## config.mk

```make
export PLATFORM = sky130hd
export DESIGN_NAME = fixed_dma_channel
export DESIGN_NICKNAME = d
export VERILOG_FILES = /design/src/rtl/dmafx_pkg.sv /design/src/rtl/dmafx_regs.sv /design/src/rtl/dmafx_req.sv /design/src/rtl/dmafx_seq.sv /design/src/rtl/fixed_dma_channel.sv
export SDC_FILE = /design/constraint.sdc
export NUM_CORES = 1
export LEC_CHECK = 0
export ABC_AREA = 1
export ABC_CLOCK_PERIOD_IN_PS = 2000
export BUFFER_PORTS_ARGS = -buffer_cell sky130_fd_sc_hd__buf_2
export CORE_UTILIZATION = 36
export DETAILED_ROUTE_END_ITERATION = 10
export PLACE_DENSITY = 0.6
export SLEW_MARGIN = 10
export SYNTH_ARGS = -nofsm -noshare
export SYNTH_HDL_FRONTEND = slang
export SYNTH_SLANG_ARGS = --single-unit
export TNS_END_PERCENT = 5
```

## constraint.sdc

```tcl
create_clock -name clk -period 2 [get_ports clk]
set_input_delay 0.1 -clock clk [delete_from_list [all_inputs] [get_ports clk]]
set_output_delay 0.1 -clock clk [all_outputs]
set_load 0.005 [all_outputs]
```

## src/rtl/dmafx_pkg.sv

```systemverilog
package dmafx_pkg;

  // register select codes on the configuration port
  localparam logic [1:0] SEL_MEM  = 2'd0;
  localparam logic [1:0] SEL_IO   = 2'd1;
  localparam logic [1:0] SEL_CNT  = 2'd2;
  localparam logic [1:0] SEL_CTRL = 2'd3;

  // control register bit positions
  localparam int CB_EN   = 0;
  localparam int CB_DIR  = 1;
  localparam int CB_WORD = 2;
  localparam int CB_RPE  = 3;
  localparam int CB_IE   = 4;
  localparam int CB_ICLR = 5;

  typedef enum logic [1:0] {
    ST_IDLE  = 2'd0,
    ST_READ  = 2'd1,
    ST_WRITE = 2'd2
  } seq_state_e;

  typedef struct packed {
    logic en;
    logic dir;
    logic word;
    logic rpe;
    logic ie;
  } ctrl_t;

endpackage

```

## src/rtl/dmafx_regs.sv

```systemverilog
module dmafx_regs
  import dmafx_pkg::*;
#(
  parameter int ADDR_W = 24,
  parameter int IO_W   = 16,
  parameter int CNT_W  = 16
) (
  input  logic              clk,
  input  logic              rst_n,
  input  logic              cfg_we,
  input  logic [1:0]        cfg_sel,
  input  logic [ADDR_W-1:0] cfg_wdata,
  input  logic              busy,
  input  logic              xfer_done,
  output logic [ADDR_W-1:0] mem_addr,
  output logic [IO_W-1:0]   io_addr,
  output ctrl_t             ctrl,
  output logic              irq,
  output logic              active
);

  localparam logic [CNT_W-1:0] CNT_ONE  = CNT_W'(1);
  localparam logic [CNT_W-1:0] CNT_ZERO = '0;

  logic [CNT_W-1:0] count;
  logic [CNT_W-1:0] count_dec;
  logic             ctrl_wr;
  logic             data_wr;

  assign count_dec = count - CNT_ONE;
  assign ctrl_wr   = cfg_we && (cfg_sel == SEL_CTRL);
  assign data_wr   = cfg_we && !busy;
  assign active    = ctrl.en && ctrl.rpe && ctrl.ie;

  always_ff @(posedge clk) begin
    if (!rst_n) begin
      mem_addr <= '0;
      io_addr  <= '0;
      count    <= '0;
      ctrl     <= '0;
      irq      <= 1'b0;
    end else begin
      if (data_wr) begin
        case (cfg_sel)
          SEL_MEM: mem_addr <= cfg_wdata;
          SEL_IO:  io_addr  <= cfg_wdata[IO_W-1:0];
          SEL_CNT: count    <= cfg_wdata[CNT_W-1:0];
          default: ;
        endcase
      end
      if (ctrl_wr) begin
        ctrl.en   <= cfg_wdata[CB_EN];
        ctrl.dir  <= cfg_wdata[CB_DIR];
        ctrl.word <= cfg_wdata[CB_WORD];
        ctrl.rpe  <= cfg_wdata[CB_RPE];
        ctrl.ie   <= cfg_wdata[CB_IE];
        if (cfg_wdata[CB_ICLR] || cfg_wdata[CB_EN]) begin
          irq <= 1'b0;
        end
      end
      // terminal count has the last word over a control write
      if (xfer_done) begin
        count <= count_dec;
        if (count_dec == CNT_ZERO) begin
          ctrl.en <= 1'b0;
          irq     <= 1'b1;
        end
      end
    end
  end

  AST_COUNT_STEP: assert property (@(posedge clk) disable iff (!rst_n)
    xfer_done |=> (count == $past(count) - CNT_ONE));

  AST_TERMINAL_STOP: assert property (@(posedge clk) disable iff (!rst_n)
    (xfer_done && count == CNT_ONE) |=> (irq && !ctrl.en));

  AST_IRQ_HELD: assert property (@(posedge clk) disable iff (!rst_n)
    (irq && !ctrl_wr) |=> irq);

  AST_ADDR_LOCKED: assert property (@(posedge clk) disable iff (!rst_n)
    busy |=> ($stable(mem_addr) && $stable(io_addr)));

endmodule

```

## src/rtl/dmafx_req.sv

```systemverilog
module dmafx_req (
  input  logic clk,
  input  logic rst_n,
  input  logic xfer_req,
  input  logic take,
  output logic pend
);

  always_ff @(posedge clk) begin
    if (!rst_n) begin
      pend <= 1'b0;
    end else begin
      pend <= (pend && !take) || xfer_req;
    end
  end

  AST_PEND_HELD: assert property (@(posedge clk) disable iff (!rst_n)
    (pend && !take) |=> pend);

endmodule

```

## src/rtl/dmafx_seq.sv

```systemverilog
module dmafx_seq
  import dmafx_pkg::*;
#(
  parameter int ADDR_W = 24,
  parameter int IO_W   = 16,
  parameter int DATA_W = 16
) (
  input  logic              clk,
  input  logic              rst_n,
  input  logic              pend,
  input  logic              active,
  input  logic              cfg_dir,
  input  logic              cfg_word,
  input  logic [ADDR_W-1:0] mem_addr,
  input  logic [IO_W-1:0]   io_addr,
  output logic              take,
  output logic              busy,
  output logic              xfer_done,
  output logic              bus_valid,
  input  logic              bus_ready,
  output logic              bus_write,
  output logic              bus_word,
  output logic [ADDR_W-1:0] bus_addr,
  output logic [DATA_W-1:0] bus_wdata,
  input  logic [DATA_W-1:0] bus_rdata
);

  localparam int PAGE_W = ADDR_W - IO_W;
  localparam int LANES  = DATA_W / 8;

  seq_state_e        state, state_n;
  logic              dir_q;
  logic              word_q;
  logic [DATA_W-1:0] hold_q;
  logic              use_io;
  logic [ADDR_W-1:0] raw_addr;

  assign take      = (state == ST_IDLE) && pend && active;
  assign busy      = (state != ST_IDLE);
  assign xfer_done = (state == ST_WRITE) && bus_ready;
  assign bus_valid = busy;
  assign bus_write = (state == ST_WRITE);
  assign bus_word  = word_q;

  always_comb begin
    state_n = state;
    case (state)
      ST_IDLE:  if (take)      state_n = ST_READ;
      ST_READ:  if (bus_ready) state_n = ST_WRITE;
      ST_WRITE: if (bus_ready) state_n = ST_IDLE;
      default:                 state_n = ST_IDLE;
    endcase
  end

  always_ff @(posedge clk) begin
    if (!rst_n) begin
      state  <= ST_IDLE;
      dir_q  <= 1'b0;
      word_q <= 1'b0;
      hold_q <= '0;
    end else begin
      state <= state_n;
      if (take) begin
        dir_q  <= cfg_dir;
        word_q <= cfg_word;
      end
      if (state == ST_READ && bus_ready) begin
        hold_q <= bus_rdata;
      end
    end
  end

  // peripheral side is read when dir=1, written when dir=0
  assign use_io   = (state == ST_READ) ? dir_q : !dir_q;
  assign raw_addr = use_io ? {{PAGE_W{1'b1}}, io_addr} : mem_addr;
  assign bus_addr = word_q ? {raw_addr[ADDR_W-1:1], 1'b0} : raw_addr;

  for (genvar g = 0; g < LANES; g++) begin : g_lane
    if (g == 0) begin : g_low
      assign bus_wdata[7:0] = hold_q[7:0];
    end else begin : g_high
      assign bus_wdata[g*8 +: 8] = word_q ? hold_q[g*8 +: 8] : 8'h00;
    end
  end

  AST_BUS_HOLD: assert property (@(posedge clk) disable iff (!rst_n)
    (bus_valid && !bus_ready) |=> (bus_valid && $stable(bus_addr) && $stable(bus_write) && $stable(bus_wdata)));

  AST_IO_PAGE: assert property (@(posedge clk) disable iff (!rst_n)
    (bus_valid && (bus_write != dir_q)) |-> (bus_addr[ADDR_W-1 -: PAGE_W] == {PAGE_W{1'b1}}));

  AST_WORD_EVEN: assert property (@(posedge clk) disable iff (!rst_n)
    (bus_valid && bus_word) |-> !bus_addr[0]);

  AST_READ_THEN_WRITE: assert property (@(posedge clk) disable iff (!rst_n)
    (bus_valid && !bus_write && bus_ready) |=> (bus_valid && bus_write));

endmodule

```

## src/rtl/fixed_dma_channel.sv

```systemverilog
module fixed_dma_channel
  import dmafx_pkg::*;
#(
  parameter int ADDR_W = 24,
  parameter int IO_W   = 16,
  parameter int CNT_W  = 16,
  parameter int DATA_W = 16
) (
  input  logic              clk,
  input  logic              rst_n,
  input  logic              cfg_we,
  input  logic [1:0]        cfg_sel,
  input  logic [ADDR_W-1:0] cfg_wdata,
  input  logic              xfer_req,
  output logic              bus_valid,
  input  logic              bus_ready,
  output logic              bus_write,
  output logic              bus_word,
  output logic [ADDR_W-1:0] bus_addr,
  output logic [DATA_W-1:0] bus_wdata,
  input  logic [DATA_W-1:0] bus_rdata,
  output logic              ch_en,
  output logic              irq
);

  logic              pend;
  logic              take;
  logic              busy;
  logic              xfer_done;
  logic              active;
  logic [ADDR_W-1:0] mem_addr;
  logic [IO_W-1:0]   io_addr;
  ctrl_t             ctrl;

  assign ch_en = ctrl.en;

  dmafx_regs #(
    .ADDR_W(ADDR_W), .IO_W(IO_W), .CNT_W(CNT_W)
  ) u_regs (
    .clk       (clk),
    .rst_n     (rst_n),
    .cfg_we    (cfg_we),
    .cfg_sel   (cfg_sel),
    .cfg_wdata (cfg_wdata),
    .busy      (busy),
    .xfer_done (xfer_done),
    .mem_addr  (mem_addr),
    .io_addr   (io_addr),
    .ctrl      (ctrl),
    .irq       (irq),
    .active    (active)
  );

  dmafx_req u_req (
    .clk      (clk),
    .rst_n    (rst_n),
    .xfer_req (xfer_req),
    .take     (take),
    .pend     (pend)
  );

  dmafx_seq #(
    .ADDR_W(ADDR_W), .IO_W(IO_W), .DATA_W(DATA_W)
  ) u_seq (
    .clk       (clk),
    .rst_n     (rst_n),
    .pend      (pend),
    .active    (active),
    .cfg_dir   (ctrl.dir),
    .cfg_word  (ctrl.word),
    .mem_addr  (mem_addr),
    .io_addr   (io_addr),
    .take      (take),
    .busy      (busy),
    .xfer_done (xfer_done),
    .bus_valid (bus_valid),
    .bus_ready (bus_ready),
    .bus_write (bus_write),
    .bus_word  (bus_word),
    .bus_addr  (bus_addr),
    .bus_wdata (bus_wdata),
    .bus_rdata (bus_rdata)
  );

endmodule

```

* Word-level counts from Yosys, hierarchy flattened
Index checks and enable logic that the tools add are counted.
** Word-level totals
- Bits in registers :: 83
- Bits of input ports :: 47
- Output and inout port bits :: 45
- Word-level logic and storage cells :: 65
** Operators by class
- $add $sub $neg :: 1
- Eq/ne operators :: 8
- Multiplexer cells :: 18
- Reduce and logical (&&, ||, !) cells :: 24
** Operators with widths (number)
- 16-bit 2-to-1 mux :: 3
- 24-bit 2-to-1 mux :: 1
- 16-bit logical NOT :: 1
- 16-bit by 1-bit subtractor with 16-bit output (second input constant) :: 1
- 1-bit logical AND :: 9
- 1-bit 2-to-1 mux :: 8
- 8-bit 2-to-1 mux :: 1
- 2-bit equality test (second input constant) :: 3
- 2-bit 2-to-1 mux :: 3
- 2-bit inequality test (second input constant) :: 3
- 2-bit one-hot mux with 3 select lines :: 1
- 2-bit AND reduction :: 3
- 2-bit nonzero test :: 3
- 5-bit 2-to-1 mux :: 1
- 2-bit by 1-bit equality test with 1-bit output (second input constant) :: 2
- 2-bit logical NOT :: 2
- 1-bit logical NOT :: 3
- 3-bit AND reduction :: 1
- 1-bit logical OR :: 2

* Logic depth before layout (Yosys ltp)
Gate-level depths: netlist of the first run.
- Word-level depth :: 6
- Mapped depth :: 12
- Depth with buffers taken out :: 12

* Hierarchy
A second synthesis of the first run with hierarchy kept.
** Unflattened totals
- Cell total of the unflattened synthesis :: 594
- Area total of the unflattened synthesis :: 4010.1 µm²
** Modules (own cells, without submodules)
- dmafx_regs :: instances 1, cells each 394, area an instance 2757.6 µm², sequential area each 1241.2 µm²
- dmafx_seq :: instances 1, cells each 194, area an instance 1208.7 µm², sequential area each 400.4 µm²
- dmafx_req :: instances 1, cells each 6, area an instance 43.8 µm², sequential area each 20.0 µm²

* Worst setup path before layout of the first run
OpenSTA, ideal clock, no wires.
- Kind :: register to register
- From :: reg u_regs.count[0]
- To :: reg u_regs.irq
- Library setup time :: 0.067 ns
- Arrival :: 1.430 ns
- Data required time :: 1.933 ns
- Path slack :: 0.502 ns
- Stages on the path, launching flop included :: 11
- Path buffers :: 0
- Period minus slack after synthesis :: 1.498 ns
- Cell sequence :: dfxtp_1 -> inv_1 -> ha_1 -> nand2_2 -> nor2_1 -> nand2_1 -> nand2_2 -> nand3_2 -> nor2_4 -> nand3_2 -> a21oi_2
** Between the ends
- Word-level cells in the longest chain between the ends :: 4
** RTL lines
- start: declaration :: RTL line dmafx_regs.sv:25 : logic [CNT_W-1:0] count;
- start signal: assignment :: RTL line dmafx_regs.sv:47 : SEL_CNT: count <= cfg_wdata[CNT_W-1:0];
- start signal: assignment :: RTL line dmafx_regs.sv:63 : count <= count_dec;
- 16-bit by 1-bit subtractor with 16-bit output :: RTL line dmafx_regs.sv:30 : assign count_dec = count - CNT_ONE;
- 16-bit logical NOT :: RTL line dmafx_regs.sv:64 : if (count_dec == CNT_ZERO) begin
- 1-bit 2-to-1 mux :: RTL line dmafx_regs.sv:64
- 1-bit 2-to-1 mux :: RTL line dmafx_regs.sv:62 : if (xfer_done) begin
- end signal: assignment :: RTL line dmafx_regs.sv:41 : irq <= 1'b0;
- end signal: assignment :: RTL line dmafx_regs.sv:58 : irq <= 1'b0;
- end signal: assignment :: RTL line dmafx_regs.sv:66 : irq <= 1'b1;
- end: declaration :: RTL line dmafx_regs.sv:18 : output logic irq,
Every way passes these cells.
A chain may end at the register's enable or synchronous reset.

* Worst setup path after layout of the first run
- From :: reg u_seq.state[0]
- To :: out bus_addr[5]
** Between the ends
- Word-level cells in the longest chain between the ends :: 3
** RTL lines
- start: declaration :: RTL line dmafx_seq.sv:31 : seq_state_e state, state_n;
- start signal: assignment :: RTL line dmafx_seq.sv:62 : state <= state_n;
- 2-bit by 1-bit equality test with 1-bit output :: RTL line dmafx_seq.sv:74 : assign use_io = (state == ST_READ) ? dir_q : !dir_q;
- 1-bit 2-to-1 mux :: RTL line dmafx_seq.sv:74
- 24-bit 2-to-1 mux :: RTL line dmafx_seq.sv:75 : assign raw_addr = use_io ? {{PAGE_W{1'b1}}, io_addr} : mem_addr;
- end: declaration :: RTL line fixed_dma_channel.sv:19 : output logic [ADDR_W-1:0] bus_addr,
Every way passes these cells.

==> key figures, run 1 <==
Clocking
  • Setup fix buffers added after clock tree synthesis: 0
  • Post-CTS resize count: 0
  • Clock latency reported for the late side of the worst-skew pair: between 0.3 and 0.4 ns
  • H-tree depth: 3
  • Maximum clock insertion buffer count: 2
  • CTS root buf: sky130_fd_sc_hd__clkbuf_8
  • CTS Hold Bufs: 10
  • Clock tree from TritonCTS: done
  • TritonCTS buffer count: 9
  • CTS Sinks: a little over 80
  • Clock transition at the registers of the reported paths: roughly 0.090 ns

STA
  • Final period utilization: a little over nine tenths
  • Slack of the critical path: about 0.12 ns
  • Minimum clock period: 1.879 ns
  • Fin. max-slew vios: 0
  • Worst-margin pin slew: 0.5702 ns
  • Maximum clock skew at final layout: 0.008173 ns
  • Final Hold Fails: 0
  • Max Clk Rate: ~0.53 GHz
  • RSZ-0062 raised after global routing: false
  • Number of setup violations in the final report: 0
  • Sum of negative setup slack: 0 ns
  • Slew Limit Headroom: around three fifths

Placed design
  • Setup Slack @ Placement: between 0.3 and 0.4 ns
  • Final weighted congestion in routability-driven placement: approximately 0.86
  • Final HPWL from detailed placement: 7.262 mm
  • Count of buffers from port buffering: 91

Synth
  • Number of nets produced by synthesis: about 630
  • Flip-flop and latch count after synthesis: 83
  • Post-synth EDFFs: 0
  • Netlist area before placement: about 4000 µm²
  • Top cell type's share of synthesized area: 41.84%
  • Post-synth top area cell: sky130_fd_sc_hd__dfxtp_1
  • Primary flip-flop cell chosen by synthesis mapping: sky130_fd_sc_hd__dfxtp_1
  • Synth top area cells: sky130_fd_sc_hd__dfxtp_1, sky130_fd_sc_hd__nand2_1, sky130_fd_sc_hd__o21ai_0, sky130_fd_sc_hd__inv_1, sky130_fd_sc_hd__nor2_1
  • Fraction of registers with async set or reset after synthesis: 0%
  • Portion of the post-synthesis area used by sequential elements: 41.84%
  • Synth Instances: approximately 580
  • Number of different library cells in the post-synthesis netlist: 36
  • Syn avg cell area: approximately 6.9 µm²
  • Synth warnings: 0

Pwr
  • Fraction of power consumed by sequential logic: 49.8%
  • Portion of total power attributed to the clock network: between 30% and 40%
  • Combinational cell fraction of total power: between 10% and 20%
  • Static power due to leakage: ~2.1 nW
  • Switching Power: ~0.95 mW
  • Pwr per Cell Area: approximately 730 nW/µm²
  • Total internal power: about 2.5 mW
  • Switching Fraction: roughly 27%
  • Highest ir drop seen on vdd: 0.0003289 V

Routing
  • Post-detailed-route via-to-cell ratio: roughly 4.7
  • Iteration-0 DRC Markers: 222
  • Total number of vias: between 3000 and 4000
  • DRT Pass-1 Iters: 4
  • Antenna-violating nets left: 0
  • Average routed wire per standard cell: ~12 µm
  • Detailed Route WL: about 10 mm
  • Remaining routing DRC violations: 0

Die
  • Placement Rows: 37
  • Io pins: about 90
  • Area enclosed by the die boundary: roughly 11000 µm²
  • Initial standard-cell utilization of the core: around 38%
  • Core region area: roughly 11000 µm²
  • Die outline width: between 100 and 150 µm
  • Chip height: about 110 µm

Critical path
  • Slack of the worst reg-to-reg path: between 0.3 and 0.4 ns
  • Terminus of the critical flop-to-flop path: u_regs.mem_addr[20]
  • Class of the most critical setup path: reg2out
  • Cell count of the worst reg-to-reg path: 7
  • FF-to-FF Start: u_seq.state[1]
  • Critical path data arrival time: between 1.5 and 2 ns
  • Kind of start point of the critical path: flop
  • Data required time at the worst endpoint: 1.90 ns
  • Max FO, Critical Path: 30
  • Type of element capturing the critical path: primary output

GRT
  • Via count of the first global-routing pass: roughly 3400
  • Gr ovfl total: 0
  • Largest net degree at the start of global routing: 35
  • Overall routing resource usage: a little under a fifth
  • Wire length of the first global-routing pass: between 15 and 20 mm
  • Antenna violations before repair: 0

Layout
  • Number of filler instances in the final layout: between 1000 and 1500
  • Number of nets in the final layout: about 720
  • Synth-to-layout area growth: 21.27%
  • Multi-input combinational cell area: approximately 1900 µm²
  • Share of final-layout standard cells stronger than drive strength 1: around 21%
  • Reg area: approximately 1700 µm²
  • Diode insertion count for antenna repair: 0

Hold path
  • Worst Hold Depth: 3
  • Endpoint of the worst hold path: u_seq.hold_q[5]
  • Startpoint of the tightest hold check path: bus_rdata[5]
  • Hold/Removal Path Class: in2reg

Run status
  • Result of the run: finished clean

Job
  • Reported max-cap violation count: 0
## metrics by stage
step           util [%]  instance area [µm²]  power (mW)  instances  hold slack [ns]
6_report          45.83                 4816       3.497        807          0.01116
5_1_grt           45.83                 4816       3.685        807          0.01310
4_1_cts           45.83                 4816       3.538        807        0.0009683
3_5_place_dp      42.85                 4503       2.252        781           0.3156
3_3_place_gp      42.85                 4503       2.245        781           0.3077
2_1_floorplan         -                 3971       2.093        578           0.2174
## power groups by stage
stage | clock [mW] | sequential, mW | combinational [mW]
2_1_floorplan | 0 | 1.77 | 0.320
3_3_place_gp | 0 | 1.78 | 0.465
4_1_cts | 1.31 | 1.74 | 0.488
5_1_grt | 1.38 | 1.75 | 0.556
3_5_place_dp | 0 | 1.78 | 0.471
6_report | 1.27 | 1.74 | 0.484
## worst max-delay path, cell delays in order, from the launching register on
cell and delay (ns):
sky130_fd_sc_hd__dfxtp_1 0.35, sky130_fd_sc_hd__inv_2 0.08, sky130_fd_sc_hd__o21ai_0 0.15, sky130_fd_sc_hd__nand2_1 0.12, sky130_fd_sc_hd__inv_1 0.07, sky130_fd_sc_hd__buf_4 0.28, sky130_fd_sc_hd__nand2_1 0.10, sky130_fd_sc_hd__o21ai_1 0.13
sky130_fd_sc_hd__buf_2 0.14
## layer usage
metal	routed length, µm	vias to the layer above	GRT usage [%]
met5	0	-	0
met4	191	0	7.339
met3	387	15	2.736
met2	4345	88	27.47
met1	5126	1693	25.64
li1	-	2018	-
## sequential cells by signal, summed over array words and instances (netlist names)
name             cells
u_regs.count        16
u_regs.irq           1
u_req.pend           1
u_regs.mem_addr     24
u_seq.hold_q        16
u_regs.ctrl          5
u_regs.io_addr      16
u_seq.state          2
u_seq.dir_q          1
u_seq.bus_word       1
## worst max path at each step
stage                          end  slack (ns)       startpoint  depth (start not counted)
2_1_floorplan           u_regs.irq        0.50  u_regs.count[0]                         10
3_3_place_gp            u_regs.irq        0.38  u_regs.count[0]                         10
3_5_place_dp   u_regs.mem_addr[20]        0.31   u_seq.state[1]                          7
4_1_cts                bus_addr[5]        0.10   u_seq.state[0]                          8
5_1_grt                bus_addr[2]        0.02   u_seq.state[0]                          8
6_report               bus_addr[5]        0.12   u_seq.state[0]                          8
## cell type report
class | count | share of cell area [%]
Clock buffer | 11 | 3.144
Clock inverter | 5 | 1.273
Inverter | 70 | 5.456
Multi-Input combinational cell | 390 | 38.58
Sequential cell | 83 | 34.50
Tap cell | 136 | 3.533
Timing Repair Buffer | 112 | 13.51
## Yosys cell counts (2+ instances only)
cell type / n
sky130_fd_sc_hd__a211oi_1: 2
sky130_fd_sc_hd__a21oi_1: 49
sky130_fd_sc_hd__a31oi_1: 13
sky130_fd_sc_hd__buf_2: 10
sky130_fd_sc_hd__buf_4: 10
sky130_fd_sc_hd__clkbuf_1: 14
sky130_fd_sc_hd__dfxtp_1: 83
sky130_fd_sc_hd__ha_1: 2
sky130_fd_sc_hd__inv_1: 66
sky130_fd_sc_hd__inv_2: 3
sky130_fd_sc_hd__nand2_1: 135
sky130_fd_sc_hd__nand2_2: 4
sky130_fd_sc_hd__nand3_1: 21
sky130_fd_sc_hd__nand3_2: 4
sky130_fd_sc_hd__nand3b_1: 2
sky130_fd_sc_hd__nor2_1: 66
sky130_fd_sc_hd__nor2_2: 5
sky130_fd_sc_hd__nor2_4: 4
sky130_fd_sc_hd__o211ai_1: 2
sky130_fd_sc_hd__o21ai_0: 61
sky130_fd_sc_hd__o21ai_1: 7
## logic make-up after synthesis
logic type | Yosys count | synth area share (%)
buffers and inverters | 105 | 11.37
DFF | 83 | 41.84
adders and majority gates | 2 | 0.6300
xor gates and xnor gates | 1 | 0.2206
AOI/OAI and AO/OA | 139 | 18.65
and+or+nand+nor | 248 | 27.28
## layout by cell type (no fill, tap or decap), types with 2 or more instances in the layout
cell type | synthesis | final
sky130_fd_sc_hd__a21oi_1 | 49 | 49
sky130_fd_sc_hd__a31oi_1 | 13 | 13
sky130_fd_sc_hd__buf_4 | 10 | 10
sky130_fd_sc_hd__inv_2 | 3 | 3
sky130_fd_sc_hd__dfxtp_1 | 83 | 83
sky130_fd_sc_hd__nand3_2 | 4 | 4
sky130_fd_sc_hd__nor2_1 | 66 | 66
sky130_fd_sc_hd__nand3_1 | 21 | 21
sky130_fd_sc_hd__buf_2 | 10 | 91
sky130_fd_sc_hd__nor2_2 | 5 | 5
sky130_fd_sc_hd__inv_1 | 66 | 66
sky130_fd_sc_hd__o211ai_1 | 2 | 2
sky130_fd_sc_hd__clkinvlp_4 | 0 | 3
sky130_fd_sc_hd__ha_1 | 2 | 2
sky130_fd_sc_hd__clkbuf_8 | 0 | 11
sky130_fd_sc_hd__nand2_2 | 4 | 4
sky130_fd_sc_hd__nand3b_1 | 2 | 2
sky130_fd_sc_hd__o21ai_0 | 61 | 61
sky130_fd_sc_hd__dlygate4sd3_1 | 0 | 10
sky130_fd_sc_hd__o21ai_1 | 7 | 7
sky130_fd_sc_hd__nor2_4 | 4 | 4
sky130_fd_sc_hd__a211oi_1 | 2 | 2
sky130_fd_sc_hd__nand2_1 | 135 | 135
Power figures use the tool's default switching activity.
==> run 2: changes to the inputs <==
--- a/config.mk
+++ b/config.mk
@@ -8,9 +8,11 @@
 export ABC_AREA = 1
 export ABC_CLOCK_PERIOD_IN_PS = 2000
 export BUFFER_PORTS_ARGS = -buffer_cell sky130_fd_sc_hd__buf_2
-export CORE_UTILIZATION = 36
+export CELL_PAD_IN_SITES_DETAIL_PLACEMENT = 2
+export CELL_PAD_IN_SITES_GLOBAL_PLACEMENT = 2
+export CORE_UTILIZATION = 29
 export DETAILED_ROUTE_END_ITERATION = 10
-export PLACE_DENSITY = 0.6
+export PLACE_DENSITY = 0.82
 export SLEW_MARGIN = 10
 export SYNTH_ARGS = -nofsm -noshare
 export SYNTH_HDL_FRONTEND = slang
==> run 2 against run 1 <==
Die area rose by 24%; power rose by 17%; maximum frequency rose by 0.48%; clock-buffer cell count did not move; global-route usage rose by 1.6 points; first-iteration DRC count fell by 25%; worst hold slack improved by 0.0072 ns; via count rose by 6.5%; clock power rose by 46%; register-to-register slack got worse by 0.07 ns; critical path type unchanged.
==> key figures, run 2 (synthesized netlist as in run 1, its figures left out) <==
Layout
  • Commonest non-fill, non-tap cell in the layout: sky130_fd_sc_hd__nand2_1 (unchanged)
  • Diode insertion count for antenna repair: 0 (unchanged)
  • Leading cell types in the layout, fill and taps excluded: sky130_fd_sc_hd__nand2_1, sky130_fd_sc_hd__buf_2, sky130_fd_sc_hd__dfxtp_1 (unchanged)
  • Number of nets in the final layout: 707 (was 715)
  • Register with the most flip-flops: u_regs.mem_addr (unchanged)
  • Share of final-layout standard cells stronger than drive strength 1: 21.75% (was 21.46%)
  • Synth-to-layout area growth: 23.41% (was 21.27%)
  • Largest register FFs: 24 (unchanged)

Job
  • Reported max-cap violation count: 0 (unchanged)

Critical path
  • Largest incremental delay on the critical path: 0.48 ns (was 0.35 ns)
  • Class of the most critical setup path: reg2out (unchanged)
  • CP dominant cell by count: sky130_fd_sc_hd__o21ai_0 (was sky130_fd_sc_hd__nand2_1)
  • Max FO, Critical Path: 30 (unchanged)
  • Combined buffer and inverter count along the critical path: 3 (was 4)
  • Type of element capturing the critical path: primary output (unchanged)
  • Data required time at the worst endpoint: 1.90 ns (about the same)
  • Critical path data arrival time: 1.77 ns (was 1.78 ns)
  • Kind of cell adding the most delay to the critical path: flip-flops (was buffers and inverters)
  • Kind of start point of the critical path: flop (unchanged)
  • Slowest stage cell on the critical path: sky130_fd_sc_hd__dfxtp_1 (unchanged)
  • Crit path cell chain: o21ai_0, nand2_1, inv_1, buf_6, o21ai_0, buf_2 (was inv_2, o21ai_0, nand2_1, inv_1, buf_4, nand2_1, o21ai_1, buf_2)

Die
  • Core region area: 13300 µm² (was 10510 µm²)
  • Io pins: 92 (unchanged)
  • Die outline width: 119.0 µm (was 107.0 µm)
  • Placement Rows: 42 (was 37)
  • Area enclosed by the die boundary: 14170 µm² (was 11460 µm²)
  • Initial standard-cell utilization of the core: 29.87% (was 37.79%)
  • Chip height: 119.0 µm (was 107.0 µm)

STA
  • Final period utilization: 93.51% (was 93.96%)
  • Maximum clock skew at final layout: 0.004770 ns (was 0.008173 ns)
  • Final Hold Fails: 0 (unchanged)
  • Number of setup violations in the final report: 0 (unchanged)
  • Final hold slack: 0.01841 ns (was 0.01116 ns)
  • Worst-margin pin slew: 0.6070 ns (was 0.5702 ns)
  • Minimum clock period: 1.870 ns (was 1.879 ns)
  • Fin. max-slew vios: 0 (unchanged)
  • Slack of the critical path: 0.1298 ns (was 0.1208 ns)
  • Slew Limit Headroom: 59.43% (was 61.89%)
  • Sum of negative setup slack: 0 ns (unchanged)
  • RSZ-0062 raised after global routing: false (unchanged)
  • Max Clk Rate: 0.5347 GHz (was 0.5321 GHz)

Clocking
  • Clock transition at the registers of the reported paths: 0.06 ns (was 0.09 ns)
  • CTS Sinks: 83 (unchanged)
  • Setup fix buffers added after clock tree synthesis: 0 (unchanged)
  • CTS root buf: sky130_fd_sc_hd__clkbuf_16 (was sky130_fd_sc_hd__clkbuf_8)
  • Clock tree from TritonCTS: done (unchanged)
  • Clock latency reported for the late side of the worst-skew pair: 0.35 ns (about the same)
  • H-tree depth: 3 (unchanged)
  • Maximum clock insertion buffer count: 2 (unchanged)
  • TritonCTS buffer count: 9 (unchanged)

Routing
  • Average routed wire per standard cell: 15.75 µm (was 12.45 µm)
  • Detailed Route WL: 13.20 mm (was 10.05 mm)
  • Post-detailed-route via-to-cell ratio: 4.848 (was 4.726)
  • DRT Pass-1 Iters: 4 (unchanged)
  • Total number of vias: 4063 (was 3814)
  • Antenna-violating nets left: 0 (unchanged)
  • Iteration-0 DRC Markers: 166 (was 222)
  • Remaining routing DRC violations: 0 (unchanged)

Placed design
  • Setup Slack @ Placement: 0.2379 ns (was 0.3146 ns)
  • Final weighted congestion in routability-driven placement: 0.8072 (was 0.8621)
  • Count of buffers from port buffering: 91 (unchanged)
  • Final HPWL from detailed placement: 9.946 mm (was 7.262 mm)

Pwr
  • Pwr per Cell Area: 835.4 nW/µm² (was 726.1 nW/µm²)
  • Highest ir drop seen on vdd: 0.0003393 V (was 0.0003289 V)
  • Static power due to leakage: 2.142 nW (was 2.109 nW)

GRT
  • Largest net degree at the start of global routing: 35 (unchanged)
  • Overall routing resource usage: 19.78% (was 18.14%)
  • Gr ovfl total: 0 (unchanged)
  • Via count of the first global-routing pass: 4306 (was 3390)
  • Antenna violations before repair: 0 (unchanged)
  • Wire length of the first global-routing pass: 21.82 mm (was 16.37 mm)

Hold path
  • Hold/Removal Path Class: in2reg (unchanged)

Run status
  • Result of the run: finished clean (unchanged)
[run 2: cell types whose count changed in the layout (fill, tap and decap cells not counted), sizes merged]
| cell | delta |
|---|---|
| clkinvlp | -3 |
| buf | +1 |
| dlygate4sd3 | -9 |
| clkinv | +1 |
| bufinv | +1 |
[run 2: area by class of cell]
class / count / area (µm²)
Timing Repair Buffer: 104 / 571.8
Sequential cell: 83 / 1662
Tap cell: 176 / 220.2
Inverter: 70 / 262.8
Multi-Input combinational cell: 390 / 1858
Clock inverter: 4 / 73.82
Fill cell: 1630 / 8394
Clock buffer: 11 / 252.7
[run 2: worst register-to-register path, cell delays in order, from the launching register on]
cell and delay [ns]:
sky130_fd_sc_hd__dfxtp_1 0.32, sky130_fd_sc_hd__inv_1 0.16, sky130_fd_sc_hd__ha_1 0.27, sky130_fd_sc_hd__nand2_2 0.13
sky130_fd_sc_hd__o21ai_1 0.17, sky130_fd_sc_hd__nand2_1 0.09, sky130_fd_sc_hd__nor2_1 0.15, sky130_fd_sc_hd__nand2_1 0.08
sky130_fd_sc_hd__nor2_2 0.14, sky130_fd_sc_hd__nand3_2 0.08, sky130_fd_sc_hd__a21oi_2 0.11
[run 2: what timing repair did]
item | in CTS | in global routing
hold endpoints to repair | 1 | 0
resized for setup | 0 | 1
endpoints found under the setup margin | 0 | 2
hold buffers | 1 | 0
[run 2: worst paths after layout]
check	slack, ns	cells after the start	from	end
worst max-delay path	0.13	6	u_seq.state[1]	bus_addr[1]
worst min-delay path	0.02	3	bus_rdata[2]	u_seq.hold_q[2]
worst max register to register	0.25	10	u_regs.count[0]	u_regs.irq
worst min register to register	0.45	2	u_regs.mem_addr[7]	u_regs.mem_addr[7]
[run 2: through the flow]
stage / total power [mW] / instance area (µm²) / std cells / util [%]
final: 4.094 / 4901 / 838 / 36.86
after global routing: 4.285 / 4901 / 838 / 36.86
after floorplan: 2.093 / 3971 / 578 / -
after global placement: 2.258 / 4561 / 822 / 34.30
after detailed placement: 2.290 / 4561 / 822 / 34.30
after CTS: 4.166 / 4897 / 838 / 36.83
[run 2: report_power, final]
part | internal, mW | leakage, nW | total (mW) | switching, mW
Sequential | 1.71 | 0.676 | 1.75 | 0.0339
Clock | 1.15 | 0.162 | 1.85 | 0.691
Combinational | 0.175 | 1.30 | 0.500 | 0.325
[run 2: routing by layer]
layer	global-route usage [%]	share of wire, %	up-vias
li1	-	-	2004
met1	24.35	45	1985
met2	34.27	50	63
met3	2.586	3.1	11
met4	8.703	1.5	0
met5	0	0	-
